`config.mk`:
```
export PLATFORM = sky130hd
export DESIGN_NAME = l2_enable_seq
export DESIGN_NICKNAME = d
export VERILOG_FILES = /design/src/rtl/l2seq_pkg.sv /design/src/rtl/l2seq_cmd.sv /design/src/rtl/l2seq_shadow.sv /design/src/rtl/l2seq_ctrl.sv /design/src/rtl/l2_enable_seq.sv
export SDC_FILE = /design/constraint.sdc
export NUM_CORES = 1
export LEC_CHECK = 0
export BUFFER_PORTS_ARGS = -buffer_cell sky130_fd_sc_hd__buf_2
export CORE_MARGIN = 8
export CORE_UTILIZATION = 51
export DETAILED_ROUTE_END_ITERATION = 12
export GPL_TIMING_DRIVEN = 0
export PLACE_DENSITY = 0.83
export SYNTH_ARGS = -nofsm -noshare
export SYNTH_HDL_FRONTEND = slang
export SYNTH_SLANG_ARGS = --single-unit
export TNS_END_PERCENT = 1
```
`constraint.sdc`:
```
create_clock -name clk -period 2.2 [get_ports clk]
set_input_delay 0.33 -clock clk [delete_from_list [all_inputs] [get_ports clk]]
set_output_delay 0.33 -clock clk [all_outputs]
set_load 0.05 [all_outputs]
```
`src/rtl/l2seq_pkg.sv`:
```
package l2seq_pkg;

   typedef enum logic [3:0] {
      ST_IDLE,
      ST_CHECK,
      ST_WAIT_DFL,
      ST_ICHECK,
      ST_WAIT_IINV,
      ST_WAIT_L2,
      ST_REST_I,
      ST_REST_D,
      ST_FINISH
   } seq_st_e;

   localparam int unsigned CMD_N     = 3;
   localparam int unsigned CMD_DFL   = 0;
   localparam int unsigned CMD_IINV  = 1;
   localparam int unsigned CMD_L2INV = 2;

endpackage

```
`src/rtl/l2seq_cmd.sv`:
```
// One maintenance command port: registered request pulse plus outstanding tracker.
module l2seq_cmd (
   input  logic clk,
   input  logic rst_n,
   input  logic issue_i,
   input  logic done_i,
   output logic req_o,
   output logic ack_o
);
   logic req_q;
   logic pend_q;

   always_ff @(posedge clk or negedge rst_n) begin
      if (!rst_n) begin
         req_q  <= 1'b0;
         pend_q <= 1'b0;
      end else begin
         req_q <= issue_i;
         if (issue_i)
            pend_q <= 1'b1;
         else if (pend_q && done_i)
            pend_q <= 1'b0;
      end
   end

   assign req_o = req_q;
   // completion only counts while this command is outstanding
   assign ack_o = pend_q & done_i;
endmodule

```
`src/rtl/l2seq_shadow.sv`:
```
// Working copies of the feature word and first-level enables.
module l2seq_shadow #(
   parameter int unsigned FEAT_W = 32,
   parameter int unsigned PF_BIT = 24,
   parameter int unsigned EN_BIT = 22
) (
   input  logic              clk,
   input  logic              rst_n,
   input  logic              load_i,
   input  logic [FEAT_W-1:0] feat_in_i,
   input  logic              dc_in_i,
   input  logic              ic_in_i,
   input  logic              dc_clr_i,
   input  logic              ic_clr_i,
   input  logic              dc_set_i,
   input  logic              ic_set_i,
   input  logic              en_set_i,
   output logic [FEAT_W-1:0] feat_o,
   output logic              dc_o,
   output logic              ic_o
);
   localparam logic [FEAT_W-1:0] ONE     = {{(FEAT_W-1){1'b0}}, 1'b1};
   localparam logic [FEAT_W-1:0] PF_MASK = ONE << PF_BIT;
   localparam logic [FEAT_W-1:0] EN_MASK = ONE << EN_BIT;

   logic [FEAT_W-1:0] feat_q;
   logic              dc_q;
   logic              ic_q;

   always_ff @(posedge clk or negedge rst_n) begin
      if (!rst_n) begin
         feat_q <= '0;
         dc_q   <= 1'b0;
         ic_q   <= 1'b0;
      end else begin
         if (load_i)
            feat_q <= feat_in_i | PF_MASK;
         else if (en_set_i)
            feat_q <= feat_q | EN_MASK;

         if (load_i)
            dc_q <= dc_in_i;
         else if (dc_clr_i)
            dc_q <= 1'b0;
         else if (dc_set_i)
            dc_q <= 1'b1;

         if (load_i)
            ic_q <= ic_in_i;
         else if (ic_clr_i)
            ic_q <= 1'b0;
         else if (ic_set_i)
            ic_q <= 1'b1;
      end
   end

   assign feat_o = feat_q;
   assign dc_o   = dc_q;
   assign ic_o   = ic_q;
endmodule

```
`src/rtl/l2seq_ctrl.sv`:
```
// Sequencing FSM.
module l2seq_ctrl
   import l2seq_pkg::*;
(
   input  logic             clk,
   input  logic             rst_n,
   input  logic             start_i,
   input  logic             en_bit_i,
   input  logic             dc_en_i,
   input  logic             ic_en_i,
   input  logic [CMD_N-1:0] ack_i,
   output logic [CMD_N-1:0] issue_o,
   output logic             load_o,
   output logic             dc_clr_o,
   output logic             ic_clr_o,
   output logic             dc_set_o,
   output logic             ic_set_o,
   output logic             en_set_o,
   output logic             busy_o,
   output logic             done_o
);
   seq_st_e st_q, st_d;
   logic    did_dc_q;
   logic    did_ic_q;

   always_comb begin
      st_d     = st_q;
      issue_o  = '0;
      load_o   = 1'b0;
      dc_clr_o = 1'b0;
      ic_clr_o = 1'b0;
      dc_set_o = 1'b0;
      ic_set_o = 1'b0;
      en_set_o = 1'b0;
      unique case (st_q)
         ST_IDLE: begin
            if (start_i) begin
               load_o = 1'b1;
               st_d   = ST_CHECK;
            end
         end
         ST_CHECK: begin
            if (en_bit_i)
               st_d = ST_FINISH;
            else if (dc_en_i) begin
               issue_o[CMD_DFL] = 1'b1;
               st_d             = ST_WAIT_DFL;
            end else
               st_d = ST_ICHECK;
         end
         ST_WAIT_DFL: begin
            if (ack_i[CMD_DFL]) begin
               dc_clr_o = 1'b1;
               st_d     = ST_ICHECK;
            end
         end
         ST_ICHECK: begin
            if (ic_en_i) begin
               ic_clr_o          = 1'b1;
               issue_o[CMD_IINV] = 1'b1;
               st_d              = ST_WAIT_IINV;
            end else begin
               issue_o[CMD_L2INV] = 1'b1;
               st_d               = ST_WAIT_L2;
            end
         end
         ST_WAIT_IINV: begin
            if (ack_i[CMD_IINV]) begin
               issue_o[CMD_L2INV] = 1'b1;
               st_d               = ST_WAIT_L2;
            end
         end
         ST_WAIT_L2: begin
            if (ack_i[CMD_L2INV]) begin
               en_set_o = 1'b1;
               st_d     = ST_REST_I;
            end
         end
         ST_REST_I: begin
            ic_set_o = did_ic_q;
            st_d     = ST_REST_D;
         end
         ST_REST_D: begin
            dc_set_o = did_dc_q;
            st_d     = ST_FINISH;
         end
         ST_FINISH: st_d = ST_IDLE;
         default:   st_d = ST_IDLE;
      endcase
   end

   always_ff @(posedge clk or negedge rst_n) begin
      if (!rst_n) begin
         st_q     <= ST_IDLE;
         did_dc_q <= 1'b0;
         did_ic_q <= 1'b0;
      end else begin
         st_q <= st_d;
         if (load_o) begin
            did_dc_q <= 1'b0;
            did_ic_q <= 1'b0;
         end else begin
            if (dc_clr_o) did_dc_q <= 1'b1;
            if (ic_clr_o) did_ic_q <= 1'b1;
         end
      end
   end

   assign busy_o = (st_q != ST_IDLE);
   assign done_o = (st_q == ST_FINISH);
endmodule

```
`src/rtl/l2_enable_seq.sv`:
```
module l2_enable_seq
   import l2seq_pkg::*;
#(
   parameter int unsigned FEAT_W = 32,
   parameter int unsigned PF_BIT = 24,
   parameter int unsigned EN_BIT = 22
) (
   input  logic              clk,
   input  logic              rst_n,
   input  logic              start_i,
   input  logic [FEAT_W-1:0] feat_in_i,
   input  logic              dc_en_in_i,
   input  logic              ic_en_in_i,
   output logic [FEAT_W-1:0] feat_o,
   output logic              dc_en_o,
   output logic              ic_en_o,
   output logic              dc_flush_req_o,
   output logic              ic_inv_req_o,
   output logic              l2_inv_req_o,
   input  logic              dc_flush_done_i,
   input  logic              ic_inv_done_i,
   input  logic              l2_inv_done_i,
   output logic              done_o
);
   if (FEAT_W < 2) begin : g_bad_width
      $error("l2_enable_seq: FEAT_W must be at least 2");
   end
   if (PF_BIT >= FEAT_W || EN_BIT >= FEAT_W) begin : g_bad_bitpos
      $error("l2_enable_seq: feature bit position outside the word");
   end
   if (PF_BIT == EN_BIT) begin : g_bad_overlap
      $error("l2_enable_seq: prefetch and enable bits must differ");
   end

   logic [CMD_N-1:0] issue;
   logic [CMD_N-1:0] ack;
   logic [CMD_N-1:0] req;
   logic [CMD_N-1:0] cmd_done;
   logic             load, dc_clr, ic_clr, dc_set, ic_set, en_set, busy;

   assign cmd_done[CMD_DFL]   = dc_flush_done_i;
   assign cmd_done[CMD_IINV]  = ic_inv_done_i;
   assign cmd_done[CMD_L2INV] = l2_inv_done_i;

   for (genvar k = 0; k < CMD_N; k++) begin : g_cmd
      l2seq_cmd u_cmd (
         .clk     (clk),
         .rst_n   (rst_n),
         .issue_i (issue[k]),
         .done_i  (cmd_done[k]),
         .req_o   (req[k]),
         .ack_o   (ack[k])
      );
   end

   l2seq_ctrl u_ctrl (
      .clk      (clk),
      .rst_n    (rst_n),
      .start_i  (start_i),
      .en_bit_i (feat_o[EN_BIT]),
      .dc_en_i  (dc_en_o),
      .ic_en_i  (ic_en_o),
      .ack_i    (ack),
      .issue_o  (issue),
      .load_o   (load),
      .dc_clr_o (dc_clr),
      .ic_clr_o (ic_clr),
      .dc_set_o (dc_set),
      .ic_set_o (ic_set),
      .en_set_o (en_set),
      .busy_o   (busy),
      .done_o   (done_o)
   );

   l2seq_shadow #(
      .FEAT_W (FEAT_W),
      .PF_BIT (PF_BIT),
      .EN_BIT (EN_BIT)
   ) u_shadow (
      .clk       (clk),
      .rst_n     (rst_n),
      .load_i    (load),
      .feat_in_i (feat_in_i),
      .dc_in_i   (dc_en_in_i),
      .ic_in_i   (ic_en_in_i),
      .dc_clr_i  (dc_clr),
      .ic_clr_i  (ic_clr),
      .dc_set_i  (dc_set),
      .ic_set_i  (ic_set),
      .en_set_i  (en_set),
      .feat_o    (feat_o),
      .dc_o      (dc_en_o),
      .ic_o      (ic_en_o)
   );

   assign dc_flush_req_o = req[CMD_DFL];
   assign ic_inv_req_o   = req[CMD_IINV];
   assign l2_inv_req_o   = req[CMD_L2INV];
endmodule

```
---- Yosys cells after proc, flatten, opt, wreduce, memory -nomap -nowiden ----
Cells that the tools add are included.
W data, S select, Z words.
word-level totals
  flip-flop bits (word level) ............. 46
  output and inout port bits .............. 38
  logic and storage cells ................. 83
operators by class
  equal/unequal tests ..................... 12
  muxes and demuxes ....................... 42
  bitwise operators ....................... 3
  reduce and logical (&&, ||, !) cells .... 13
operator list
  kind                  number
  $mux W1               33
  $mux W32              1
  $pmux W4 S8           1
  $mux W23              1
  $mux W4               5
  $eq A4 B3 Y1 const B  4
  $reduce_bool A2 Y1    6
  $eq A4 B2 Y1 const B  2
  $ne A2 B2 Y1 const B  4
  $reduce_bool A3 Y1    2
  $eq A4 B1 Y1 const B  1
  $eq A4 B4 Y1 const B  1
  $logic_not A4 Y1      1
  $reduce_and A4 Y1     1
  $and A1 B1 Y1         3
  $logic_and A1 B1 Y1   3
  $pmux W1 S2           1

---- Depth between registers and ports, before layout ----
  depth after elaboration ................. 5
  depth in mapped cells ................... 7
  mapped depth without buffers ............ 4

---- By module ----
Synthesis repeated with hierarchy kept, for this count alone.
unflattened totals
  cells, all modules ...................... 151
  area total of the unflattened synthesis .. 2062.0 µm²
by module, submodules not included
  module        times used  cells each  area an instance (µm²)  seq. area each (µm²)
  l2seq_shadow  1           78          1386.3                  850.8
  l2seq_ctrl    1           58          469.2                   150.1
  l2seq_cmd     3           5           68.8                    50.0

---- Worst setup path after synthesis ----
OpenSTA, ideal clock, no wires.
  path type ............................... reg-to-output
  start ................................... register u_ctrl.st_q[1]
  end ..................................... output done_o
  data arrival time ....................... 2.221 ns
  data required time ...................... 1.870 ns
  slack ................................... -0.351 ns
  stages on the path, launching flop included .. 3
  path buffers ............................ 1
  path through ............................ dfrtp_1 buf_2 nor4b_1
on the way
  word-level cells in the longest chain between the ends .. 1
ends and longest elaborated chain
  what                      line                 RTL
  start: declaration        l2seq_ctrl.sv:22     seq_st_e st_q, st_d;
  start signal: assignment  l2seq_ctrl.sv:98     st_q <= st_d;
  $eq A4 B4 Y1              l2seq_ctrl.sv:110    assign done_o = (st_q == ST_FINISH);
  end: declaration          l2_enable_seq.sv:23  output logic done_o
Every way passes these cells.

---- Worst setup path in the final report ----
Ends and elaborated chain as after synthesis.

==> results.md <==
- Internal power: 2.224 mW
- YS warnings: 0
- Worst slew margin: 36.70%
- Gate Count Post-Synth: about 210
- Clk_lat worst skew: 0.29 ns
- Synthesized area: approximately 0.0020 mm^2
- Post-Syn Nets: around 250
- Htree depth: 2
- Req. time, crit path: approximately 1.9 ns
- Sequential share of power: 31.4%
- Worst EP arrival: between 1 and 1.5 ns
- Initial drt markers: 85
- Final Setup Violations: 0
- Routability cong.: 0.8438
- Clock power frac: 13.5%
- Starting density of the core: 53.26%
- Setup_tns: 0 ns
- Routed Antenna Nets: 0
- Vias in the first global route: 1714
- Layout net count: 330
- Distinct cells, synth: 37
- Die width: between 70 and 80 um
- VDD IR-drop max: between 0.9 and 1 mV
- I/O pin cnt: 78
- Outcome: completed
- Startpoint Class: flop
- Largest net degree at the start of global routing: 47
- Tcrit/Tclk final: 82.03%
- Initial antenna violation count: 0
- Avg Cell Area, Syn: about 9.5 um^2
- I/O Buffers: 76
- Layout Cells excl Fill: roughly 340
- Hold Crit Class: input port to async pin
- Grt ovf: 0
- Placed cells: 331
- Area occupied by multi-input gates: just under 700 um^2
- Register clock-pin slew on the reported worst setup and hold paths: 0.08 ns
- TritonCTS clock tree: yes
- Die Ht: around 78 um
- Total GRT Usage: 15.13%
- First-pass GRT wire length: between 7000 and 8000 um
- Drt total wl: 4504 um
- Number of synthesized register bits: 46
- CTS Buf Count: 5
- Hold buffer count at cts: 0
- Pleak: 1.417 nW
- End-of-flow core utilization: 68.25%
- FF/Latch Area: about 0.0012 mm^2
- Register area share after synthesis: 58.60%
- DIE AREA: roughly 0.006 mm^2
- Layout cells sized above 1: about a third
- Max clock buf depth: 2
- Fmax: 554.1 MHz
- Crit end category: output pin
- Pwr/cell area: 1787 mW/mm^2
- Num rows: 22
- CTS sink count: 46
- Slew @ Worst Pin: 0.9496 ns
- # resized after CTS: 0
- Layout Skew: 0.008121 ns
- Max_cap viols: 0
- Final Hold Viols: 0
- Filler cells: 318
- Crit Path Class: flop to output pin
- RSZ-0062 raised after global routing: false
- N_diodes: 0
- Commonest non-fill, non-tap cells in the layout: nand2_1 (98), buf_2 (78), dfrtp_1 (46)
- Commonest non-fill, non-tap cell in the layout: nand2_1
- Final HPWL from detailed placement: 3416 um
- Core Box Area: 0.003689 mm^2
- Fin. max-slew vios: 0
- Routed vias/inst: 4.870
- Pre-antenna DRT Iters: 4
- Setup bufs post-CTS: 0
- Critical Path Fanout Max: 10
- DR WL/cell: ~13 um
- Total number of vias: 1651
- Sw Ratio: 50.55%
- DRC viols: 0
- Clock root cell: clkbuf_8
- P&R area growth vs syn: 28.15%
- Psw: 2.274 mW
- Comb pwr share: 55.1%
- Crit path time final: 1.805 ns
-- state kept, by name, indices dropped and copies added, names as in the netlist --
name                count
u_shadow.ic_o           1
u_shadow.dc_o           1
u_ctrl.st_q             4
u_ctrl.did_ic_q         1
u_shadow.feat_o        32
u_ctrl.did_dc_q         1
g_cmd.u_cmd.pend_q      3
g_cmd.u_cmd.req_o       3
-- synthesized netlist by cell type (all sizes together) --
cell type	n	share of area (%)
a211oi	1	0.38
a21o	2	0.76
a21oi	2	0.51
a2bb2oi	1	0.45
a31o	1	0.45
a31oi	4	1.3
a41oi	1	0.45
and2b	1	0.38
and3	1	0.32
and4	1	0.45
buf	10	5.4
clkbuf	2	0.38
dfrtp	46	59
inv	6	1.1
nand2	98	19
nand2b	3	0.96
nand3	2	0.76
nand4	2	0.64
nor2	6	2.1
nor2b	3	1.1
nor3	2	0.51
nor3b	2	0.76
nor4	1	0.32
nor4b	1	0.45
o21a	1	0.38
o21ai	4	1.0
o22ai	1	0.32
o31ai	1	0.64
xor2	1	0.45
-- metal layers --
layer / track usage [%] / routed length, um / vias up
li1: - / - / 823
met1: 17.98 / 1829 / 755
met2: 23.28 / 2089 / 63
met3: 7.289 / 497 / 10
met4: 5.556 / 87 / 0
met5: 0 / 0 / -
-- worst max-delay path, stage by stage, from the launching register on --
cell,delay [ns]
dfrtp_1,0.43
buf_2,0.20
nor4b_2,0.25
buf_2,0.30
-- power groups by stage --
stage	logic [mW]	registers (mW)	clock network (mW)
CTS	2.51	1.41	0.618
detailed placement	2.51	1.42	0
global placement	2.46	1.41	0
global route	2.69	1.46	0.654
finish	2.48	1.41	0.606
floorplan	0.930	2.41	0
-- stage by stage --
| step | instance area (um^2) | setup slack [ns] | hold WS (ns) | power, mW |
|---|---|---|---|---|
| floorplan | 1971 | 0.3428 | 0.03441 | 3.343 |
| global placement | 2411 | 0.7279 | 0.4523 | 3.871 |
| detailed placement | 2411 | 0.7131 | 0.4566 | 3.934 |
| CTS | 2517 | 0.3819 | 0.2129 | 4.546 |
| global route | 2517 | 0.3279 | 0.2200 | 4.797 |
| finish | 2517 | 0.3953 | 0.1819 | 4.498 |
-- kinds of logic after synthesis --
| group | after synthesis | share of synthesized area [%] |
|---|---|---|
| AOI/OAI and AO/OA | 19 | 6.624 |
| xor gates and xnor gates | 1 | 0.4459 |
| and+or+nand+nor | 123 | 27.45 |
| buffers and inverters | 18 | 6.879 |
| DFF | 46 | 58.60 |
-- layout make-up --
type,instances,area share (%)
Tap cell,48,2.386
Inverter,6,0.8946
Sequential cell,46,45.73
Timing Repair Buffer,76,15.11
Clock buffer,7,3.032
Multi-Input combinational cell,143,27.19
Clock inverter,1,1.193
Buffer,12,4.473
-- worst paths after layout --
check	startpoint	endpoint	slack (ns)	depth (start not counted)
worst max-delay path	u_ctrl.st_q[1]$_DFFE_PN0P_	done_o	0.40	3
worst min-delay path	rst_n	u_shadow.feat_o[17]$_DFFE_PN0P_	0.18	1
worst max register to register	u_ctrl.st_q[3]$_DFFE_PN0P_	u_shadow.feat_o[5]$_DFFE_PN0P_	0.78	6
worst min register to register	u_shadow.feat_o[11]$_DFFE_PN0P_	u_shadow.feat_o[11]$_DFFE_PN0P_	0.47	2
max in group asynchronous	rst_n	u_shadow.dc_o$_DFFE_PN0P_	1.43	1
min in group clk	feat_in_i[2]	u_shadow.feat_o[2]$_DFFE_PN0P_	0.22	3
Note: power is estimated with default switching activity, not from simulation.
